`config.mk`:
```
export PLATFORM = sky130hd
export DESIGN_NAME = spec_poison_regfile
export DESIGN_NICKNAME = d
export VERILOG_FILES = /design/src/rtl/spr_pkg.sv /design/src/rtl/spr_fault_policy.sv /design/src/rtl/spr_store.sv /design/src/rtl/spr_view.sv /design/src/rtl/spec_poison_regfile.sv
export SDC_FILE = /design/constraint.sdc
export NUM_CORES = 2
export LEC_CHECK = 0
export ABC_CLOCK_PERIOD_IN_PS = 8630
export BUFFER_PORTS_ARGS = -buffer_cell sky130_fd_sc_hd__buf_4
export CORE_ASPECT_RATIO = 0.8
export CORE_MARGIN = 5
export CORE_UTILIZATION = 60
export CTS_CLUSTER_SIZE = 40
export DETAILED_ROUTE_END_ITERATION = 16
export GPL_ROUTABILITY_DRIVEN = 1
export PLACE_DENSITY = 0.73
export RECOVER_POWER = 25
export SYNTH_ARGS = -nofsm -noshare
export SYNTH_HDL_FRONTEND = slang
export SYNTH_HIERARCHICAL = 1
export SYNTH_SLANG_ARGS = --single-unit
```
`constraint.sdc`:
```
create_clock -name clk -period 8.63 [get_ports clk]
set_clock_uncertainty 0.1 [all_clocks]
set_input_delay 1.726 -clock clk [delete_from_list [all_inputs] [get_ports clk]]
set_output_delay 1.726 -clock clk [all_outputs]
set_load 0.05 [all_outputs]
```
`src/rtl/spr_pkg.sv`:
```
package spr_pkg;

   // What the write port does with the register file this cycle
   typedef enum logic [1:0] {
      ACT_NONE   = 2'd0,
      ACT_WRITE  = 2'd1,
      ACT_POISON = 2'd2,
      ACT_DROP   = 2'd3
   } wr_act_e;

   // Immediate exception raised by the write port
   typedef enum logic [1:0] {
      EXC_NONE   = 2'd0,
      EXC_FATAL  = 2'd1,
      EXC_RESUME = 2'd2
   } exc_e;

endpackage

```
`src/rtl/spr_fault_policy.sv`:
```
module spr_fault_policy
   import spr_pkg::*;
(
   input  logic    en_i,
   input  logic    spec_i,
   input  logic    fault_i,
   input  logic    fatal_i,
   input  logic    src_nat_i,
   output wr_act_e act_o,
   output exc_e    exc_o
);

   always_comb begin
      act_o = ACT_NONE;
      exc_o = EXC_NONE;
      if (en_i) begin
         if (fault_i && !fatal_i) begin
            // resumable: service now, instruction will replay
            act_o = ACT_DROP;
            exc_o = EXC_RESUME;
         end else if (fault_i && spec_i) begin
            // fatal but speculative: defer through poison
            act_o = ACT_POISON;
         end else if (fault_i) begin
            act_o = ACT_DROP;
            exc_o = EXC_FATAL;
         end else if (src_nat_i && spec_i) begin
            act_o = ACT_POISON;
         end else if (src_nat_i) begin
            // consumer read already raised the deferred trap
            act_o = ACT_DROP;
         end else begin
            act_o = ACT_WRITE;
         end
      end
   end

endmodule

```
`src/rtl/spr_store.sv`:
```
module spr_store #(
   parameter int NUM_REGS = 32,
   parameter int DATA_W   = 32,
   parameter bit ZERO_REG = 1'b1,
   localparam int ADDR_W  = $clog2(NUM_REGS)
) (
   input  logic              clk,
   input  logic              rst_n,
   input  logic              cm_en_i,
   input  logic [ADDR_W-1:0] cm_addr_i,
   input  logic [DATA_W-1:0] cm_data_i,
   input  logic              cm_nat_i,
   output logic [DATA_W-1:0] arr_data_o [NUM_REGS],
   output logic              arr_nat_o  [NUM_REGS]
);

   for (genvar g = 0; g < NUM_REGS; g++) begin : g_reg
      if (ZERO_REG && g == 0) begin : g_hard
         assign arr_data_o[g] = '0;
         assign arr_nat_o[g]  = 1'b0;
      end else begin : g_flop
         logic              sel;
         logic [DATA_W-1:0] data_q;
         logic              nat_q;

         assign sel = cm_en_i && (cm_addr_i == ADDR_W'(g));

         always_ff @(posedge clk or negedge rst_n) begin
            if (!rst_n) begin
               data_q <= '0;
               nat_q  <= 1'b0;
            end else if (sel) begin
               data_q <= cm_data_i;
               nat_q  <= cm_nat_i;
            end
         end

         assign arr_data_o[g] = data_q;
         assign arr_nat_o[g]  = nat_q;
      end
   end

endmodule

```
`src/rtl/spr_view.sv`:
```
module spr_view #(
   parameter int NUM_REGS    = 32,
   parameter int DATA_W      = 32,
   parameter bit WRITE_FIRST = 1'b1,
   localparam int ADDR_W     = $clog2(NUM_REGS)
) (
   input  logic [ADDR_W-1:0] addr_i,
   input  logic [DATA_W-1:0] arr_data_i [NUM_REGS],
   input  logic              arr_nat_i  [NUM_REGS],
   input  logic              cm_en_i,
   input  logic [ADDR_W-1:0] cm_addr_i,
   input  logic [DATA_W-1:0] cm_data_i,
   input  logic              cm_nat_i,
   output logic [DATA_W-1:0] data_o,
   output logic              nat_o
);

   logic [DATA_W-1:0] raw_data;
   logic              raw_nat;

   assign raw_data = arr_data_i[addr_i];
   assign raw_nat  = arr_nat_i[addr_i];

   if (WRITE_FIRST) begin : g_bypass
      logic hit;
      assign hit    = cm_en_i && (cm_addr_i == addr_i);
      assign data_o = hit ? cm_data_i : raw_data;
      assign nat_o  = hit ? cm_nat_i  : raw_nat;
   end else begin : g_plain
      logic unused_cm;
      assign unused_cm = cm_en_i ^ (^cm_addr_i) ^ (^cm_data_i) ^ cm_nat_i;
      assign data_o    = raw_data;
      assign nat_o     = raw_nat;
   end

endmodule

```
`src/rtl/spec_poison_regfile.sv`:
```
module spec_poison_regfile
   import spr_pkg::*;
#(
   parameter int NUM_REGS    = 32,
   parameter int DATA_W      = 32,
   parameter int NUM_RD      = 2,
   parameter bit ZERO_REG    = 1'b1,
   parameter bit WRITE_FIRST = 1'b1,
   localparam int ADDR_W     = $clog2(NUM_REGS)
) (
   input  logic                           clk,
   input  logic                           rst_n,
   input  logic                           wr_en_i,
   input  logic [ADDR_W-1:0]              wr_addr_i,
   input  logic [DATA_W-1:0]              wr_data_i,
   input  logic                           wr_spec_i,
   input  logic                           wr_fault_i,
   input  logic                           wr_fatal_i,
   input  logic                           wr_src_nat_i,
   input  logic [NUM_RD-1:0]              rd_en_i,
   input  logic [NUM_RD-1:0]              rd_spec_i,
   input  logic [NUM_RD-1:0][ADDR_W-1:0]  rd_addr_i,
   output logic [NUM_RD-1:0][DATA_W-1:0]  rd_data_o,
   output logic [NUM_RD-1:0]              rd_nat_o,
   output logic [NUM_RD-1:0]              defer_trap_o,
   output logic                           exc_fatal_o,
   output logic                           exc_resume_o,
   input  logic                           chk_en_i,
   input  logic [ADDR_W-1:0]              chk_addr_i,
   output logic                           recover_req_o,
   output logic [ADDR_W-1:0]              recover_idx_o
);

   // elaboration-time parameter checks
   if (NUM_REGS < 2 || (1 << ADDR_W) != NUM_REGS) begin : g_bad_regs
      $error("spec_poison_regfile: NUM_REGS must be a power of two >= 2");
   end
   if (DATA_W < 1) begin : g_bad_width
      $error("spec_poison_regfile: DATA_W must be >= 1");
   end
   if (NUM_RD < 1) begin : g_bad_ports
      $error("spec_poison_regfile: NUM_RD must be >= 1");
   end

   wr_act_e           act;
   exc_e              exc;
   logic              cm_en;
   logic [DATA_W-1:0] cm_data;
   logic              cm_nat;
   logic [DATA_W-1:0] arr_data [NUM_REGS];
   logic              arr_nat  [NUM_REGS];

   spr_fault_policy u_policy (
      .en_i      (wr_en_i),
      .spec_i    (wr_spec_i),
      .fault_i   (wr_fault_i),
      .fatal_i   (wr_fatal_i),
      .src_nat_i (wr_src_nat_i),
      .act_o     (act),
      .exc_o     (exc)
   );

   // commit stage: target register 0 is inert when hardwired
   logic addr_live;
   if (ZERO_REG) begin : g_zero_gate
      assign addr_live = (wr_addr_i != '0);
   end else begin : g_no_gate
      assign addr_live = 1'b1;
   end

   assign cm_en   = addr_live && (act == ACT_WRITE || act == ACT_POISON);
   assign cm_nat  = (act == ACT_POISON);
   assign cm_data = cm_nat ? '0 : wr_data_i;

   assign exc_fatal_o  = (exc == EXC_FATAL);
   assign exc_resume_o = (exc == EXC_RESUME);

   spr_store #(
      .NUM_REGS (NUM_REGS),
      .DATA_W   (DATA_W),
      .ZERO_REG (ZERO_REG)
   ) u_store (
      .clk        (clk),
      .rst_n      (rst_n),
      .cm_en_i    (cm_en),
      .cm_addr_i  (wr_addr_i),
      .cm_data_i  (cm_data),
      .cm_nat_i   (cm_nat),
      .arr_data_o (arr_data),
      .arr_nat_o  (arr_nat)
   );

   // read ports
   for (genvar p = 0; p < NUM_RD; p++) begin : g_rd
      logic [DATA_W-1:0] v_data;
      logic              v_nat;

      spr_view #(
         .NUM_REGS    (NUM_REGS),
         .DATA_W      (DATA_W),
         .WRITE_FIRST (WRITE_FIRST)
      ) u_view (
         .addr_i     (rd_addr_i[p]),
         .arr_data_i (arr_data),
         .arr_nat_i  (arr_nat),
         .cm_en_i    (cm_en),
         .cm_addr_i  (wr_addr_i),
         .cm_data_i  (cm_data),
         .cm_nat_i   (cm_nat),
         .data_o     (v_data),
         .nat_o      (v_nat)
      );

      assign rd_data_o[p]    = v_data;
      assign rd_nat_o[p]     = v_nat;
      assign defer_trap_o[p] = rd_en_i[p] && !rd_spec_i[p] && v_nat;
   end

   // check port shares the read view, data path unused
   logic [DATA_W-1:0] chk_data;
   logic              chk_nat;
   logic              unused_chk_data;

   spr_view #(
      .NUM_REGS    (NUM_REGS),
      .DATA_W      (DATA_W),
      .WRITE_FIRST (WRITE_FIRST)
   ) u_chk_view (
      .addr_i     (chk_addr_i),
      .arr_data_i (arr_data),
      .arr_nat_i  (arr_nat),
      .cm_en_i    (cm_en),
      .cm_addr_i  (wr_addr_i),
      .cm_data_i  (cm_data),
      .cm_nat_i   (cm_nat),
      .data_o     (chk_data),
      .nat_o      (chk_nat)
   );

   assign unused_chk_data = ^chk_data;
   assign recover_req_o   = chk_en_i && chk_nat;
   assign recover_idx_o   = recover_req_o ? chk_addr_i : '0;

endmodule

```
After elaboration in Yosys (flattened, before gate mapping)
Cells that the tools add are included.
{"block": "op_classes", "bitwise_logic": 3, "order_cmp": 3, "eq_ne": 38, "reduce_logical": 48, "mux": 32}
{"operator": "32-bit binary-select mux with 5-bit select", "count": 2}
{"operator": "32-bit 2-to-1 mux", "count": 7}
{"operator": "5-bit equality test (second input constant)", "count": 16}
{"operator": "1-bit logical AND", "count": 43}
{"operator": "5-bit by 4-bit equality test with 1-bit output (second input constant)", "count": 8}
{"operator": "5-bit by 3-bit equality test with 1-bit output (second input constant)", "count": 4}
{"operator": "6-bit greater-or-equal comparator (second input constant)", "count": 3}
{"operator": "2-bit 2-to-1 mux", "count": 9}
{"operator": "5-bit inverter with 6-bit output", "count": 3}
{"operator": "1-bit binary-select mux with 5-bit select", "count": 3}
{"operator": "5-bit equality test", "count": 3}
{"operator": "5-bit by 2-bit equality test with 1-bit output (second input constant)", "count": 2}
{"operator": "1-bit 2-to-1 mux", "count": 10}
{"operator": "5-bit by 1-bit equality test with 1-bit output (second input constant)", "count": 1}
{"operator": "5-bit 2-to-1 mux", "count": 1}
{"operator": "5-bit nonzero test", "count": 1}
{"operator": "2-bit by 1-bit equality test with 1-bit output (second input constant)", "count": 2}
{"operator": "2-bit equality test (second input constant)", "count": 2}
{"operator": "1-bit logical NOT", "count": 3}
{"operator": "1-bit logical OR", "count": 1}
{"block": "totals", "word_cells": 186, "input_bits": 64, "output_inout_bits": 76, "reg_bits": 1023}

Logic depth before layout (Yosys ltp)
{"block": "depth", "ltp_word": 13, "ltp_mapped": 10, "depth_no_buf": 9}

Cells and area by module
The synthesis kept the hierarchy.
{"mod": "spr_store", "seq_area_each_um2": 25599.6, "area_per_inst_um2": 38729.6, "cells_each": 2360, "instances": 1}
{"mod": "spr_view", "seq_area_each_um2": 0.0, "area_per_inst_um2": 9491.6, "cells_each": 1141, "instances": 3}
{"mod": "spec_poison_regfile", "seq_area_each_um2": 0.0, "area_per_inst_um2": 332.8, "cells_each": 54, "instances": 1}
{"mod": "spr_fault_policy", "seq_area_each_um2": 0.0, "area_per_inst_um2": 48.8, "cells_each": 6, "instances": 1}

Worst setup path before layout
No wires, ideal clock.
{"block": "synth_timing", "kind": "input-to-output", "startpoint": "in wr_fault_i", "endpoint": "out defer_trap_o[0]", "required_time_ns": 6.804, "t_arrival_ns": 4.104, "slack_ns": 2.700, "stages": 9, "path_buffers": 0, "cell_sequence": "mux2_4 -> a21boi_2 -> inv_1 -> ha_1 -> a21oi_1 -> nand3_1 -> mux2_2 -> nand2_1 -> nor2_1"}
{"block": "synth_via", "elab_chain_len": 10, "word_cells_on_any_way": 13}
{"element": "start, declared", "line": "spec_poison_regfile.sv:17", "rtl": "input logic wr_fault_i,"}
{"element": "2-bit 2-to-1 mux or 1-bit logical AND (tied branches)", "line": "spr_fault_policy.sv:24, spr_fault_policy.sv:21"}
{"element": "2-bit 2-to-1 mux", "line": "spr_fault_policy.sv:21", "rtl": "end else if (fault_i && spec_i) begin"}
{"element": "2-bit 2-to-1 mux *", "line": "spr_fault_policy.sv:17", "rtl": "if (fault_i && !fatal_i) begin"}
{"element": "2-bit 2-to-1 mux *", "line": "spr_fault_policy.sv:16", "rtl": "if (en_i) begin"}
{"element": "via act[0]", "line": "spec_poison_regfile.sv:45", "rtl": "wr_act_e act;"}
{"element": "2-bit by 1-bit equality test with 1-bit output or 2-bit equality test (tied branches)", "line": "spec_poison_regfile.sv:71", "rtl": "assign cm_en = addr_live && (act == ACT_WRITE || act == ACT_POISON);"}
{"element": "1-bit logical OR *", "line": "spec_poison_regfile.sv:71"}
{"element": "1-bit logical AND *", "line": "spec_poison_regfile.sv:71"}
{"element": "via cm_en", "line": "spec_poison_regfile.sv:47", "rtl": "logic cm_en;"}
{"element": "1-bit logical AND *", "line": "spr_view.sv:26", "rtl": "assign hit = cm_en_i && (cm_addr_i == addr_i);"}
{"element": "1-bit 2-to-1 mux *", "line": "spr_view.sv:28", "rtl": "assign nat_o = hit ? cm_nat_i : raw_nat;"}
{"element": "via g_rd[0].v_nat", "line": "spec_poison_regfile.sv:96", "rtl": "logic v_nat;"}
{"element": "1-bit logical AND *", "line": "spec_poison_regfile.sv:116", "rtl": "assign defer_trap_o[p] = rd_en_i[p] && !rd_spec_i[p] && v_nat;"}
{"element": "end, declared", "line": "spec_poison_regfile.sv:25", "rtl": "output logic [NUM_RD-1:0] defer_trap_o,"}
Mark *: on every way through the listed nets, which the timed path passes. The rest lies on a longest branch.

==> out/metrics.cfg <==
[grt]
gr-total-overflow = 0
antenna_found_initial = 13
grt_max_degree = 168
grt_usage_pct = 33.8
grt_pass1_wl_mm = 271
grt_pass1_vias = 41757

[clock_tree]
root_buffer = clkbuf_16
cts_buffer_depth = 3
htree_levels = 3
cts_hold_buf = 0
worstSkewPairLatency_ps = 680
clock-sinks = 1023
cts_repair_resize_count = 0
cts.clk_slew.worst_paths_ps = 60
cts_tree = yes
cts_buffers = 103
postCtsSetupRepairBufs = 0

[cells_and_area]
nNetsFinal = 4630
multiInputGateArea_mm2 = 0.0302
drive_gt1_share_pct = 31.3
final_common_cell = mux2i_1
final_cells = 5954
area_growth_pct = 7.62
most-common-layout-cells = mux2i_1, dfrtp_1, mux2_2
nFillCells = 7290
seq_area_mm2 = 0.0256

[floorplanning]
rows = 102
die_area_mm2 = 0.104
ios = 140
fp.dieH_um = 290
coreArea_mm2 = 0.0970
start_util_pct = 60.6
die_w_um = 360

[route]
top_layer = met5
wl_per_cell_um = 30.5
dr.pass1.iters = 6
drc_errors = 0
final_antenna_net_count = 0
drt_iter0_markers = 4982
drt-met1-wl_mm = 77.9
avgViaCountPerCell = 6.98
num_vias = 41555
finalWirelength_mm = 182
met3WireLength_mm = 19.6
dr_wl_met2_mm = 77.2

[timing]
rsz0062_at_grt = no
slew_headroom_pct = -246
fmax_mhz = 140
setup_tns_ps = 0
fin_crit_ps = 7120
worstMarginPinSlew_ps = 5190
setup_viol = 0
drv_slew = 251
post-route-period-util_pct = 82.5
hold_viol = 0

[synth]
syn_area_per_cell_um2 = 12.3
synthCells = 4793
yosysWarningCount = 6
syn-cell-area_mm2 = 0.0588

[min_path]
hp-class = flip-flop to flip-flop

[setup_path]
cp.arrival_ps = 5290
cp_max_fo = 125
critical-path-max-stage-delay_ps = 1230
required_ps = 6800
critPathLaunchType = input port
cp-end-kind = primary output
crit_type = input port to primary output
critPathBufInv = 3
critPathTopFamily = buffers and inverters
crit_slowest_cell = nor4_1
crit_chain = buf_8 -> buf_12 -> mux2i_1 -> a22oi_1 -> a21oi_1 -> nor4_1 -> mux2_2 -> buf_4

[pwr]
power_density_mw_per_mm2 = 232
ir_worst_vdd_mv = 0.153
leakagePower_nw = 30.3

[place]
place_inst = 5760
dp_hpwl_mm = 92.5
port_buffers = 139
gp_congestion = 0.806

[flow_run]
maxCapViolCount = 4

[outcome]
violations = capacitance limit, slew limit
outcome = finished with violations

worst paths after layout:
path / start / to / slack (ps) / cells past startpoint
setup / recovery: rd_addr_i[0] / rd_data_o[18] / 1510 / 8
hold / removal: u_store/g_reg[28].g_flop.data_q[17] / u_store/g_reg[28].g_flop.data_q[17] / 410 / 1
setup reg to reg: u_store/g_reg[24].g_flop.nat_q / u_store/g_reg[24].g_flop.nat_q / 7670 / 1
max in group asynchronous: rst_n / u_store/g_reg[25].g_flop.nat_q / 1870 / 2
hold reg to reg: u_store/g_reg[28].g_flop.data_q[17] / u_store/g_reg[28].g_flop.data_q[17] / 410 / 1
min in group asynchronous: rst_n / u_store/g_reg[8].g_flop.data_q[27] / 1000 / 1
layout make-up:
cell class                 count  share of cell area [%]
inverter                       1                 0.00593
tap                         1300                    2.57
antenna                        5                  0.0198
timing repair buffer         226                    3.20
clock inverter                42                    1.10
sequential                  1023                    40.5
clock buffer                 147                    4.85
multi-input combinational   3210                    47.8
sequential cells by signal, summed over array words and instances, names as in the netlist:
name	flops
u_store/g.g_flop.data_q	992
u_store/g.g_flop.nat_q	31
per-stage QoR:
step           total power, mW  hold slack (ps)  utilization (%)  area (µm²)  worst slack (ps)
6_report                  14.7              410             65.2       63300              1510
3_5_place_dp              9.74              402             61.4       59500              1820
2_1_floorplan             8.88              365                -       58900              2700
5_1_grt                   15.3              428             65.2       63300               779
4_1_cts                   14.7              416             65.2       63300              1800
3_3_place_gp              9.58              389             61.4       59500              1780
power breakdown:
| part | switching, mW | internal (mW) | leakage [nW] | total, mW |
|---|---|---|---|---|
| Combinational | 1.59 | 1.58 | 15.0 | 3.18 |
| Clock | 1.98 | 3.00 | 1.85 | 4.98 |
| Sequential | 0.754 | 5.79 | 13.5 | 6.55 |
| Total | 4.32 | 10.4 | 30.3 | 14.7 |
routing by layer:
| layer | vias to the layer above | track usage, % |
|---|---|---|
| met2 | 2060 | 49.2 |
| met3 | 450 | 8.75 |
| met4 | 4 | 11.5 |
| met1 | 21650 | 49.3 |
| met5 | - | 0 |
| li1 | 17391 | - |
No activity file was read; power rests on OpenSTA's default activity.
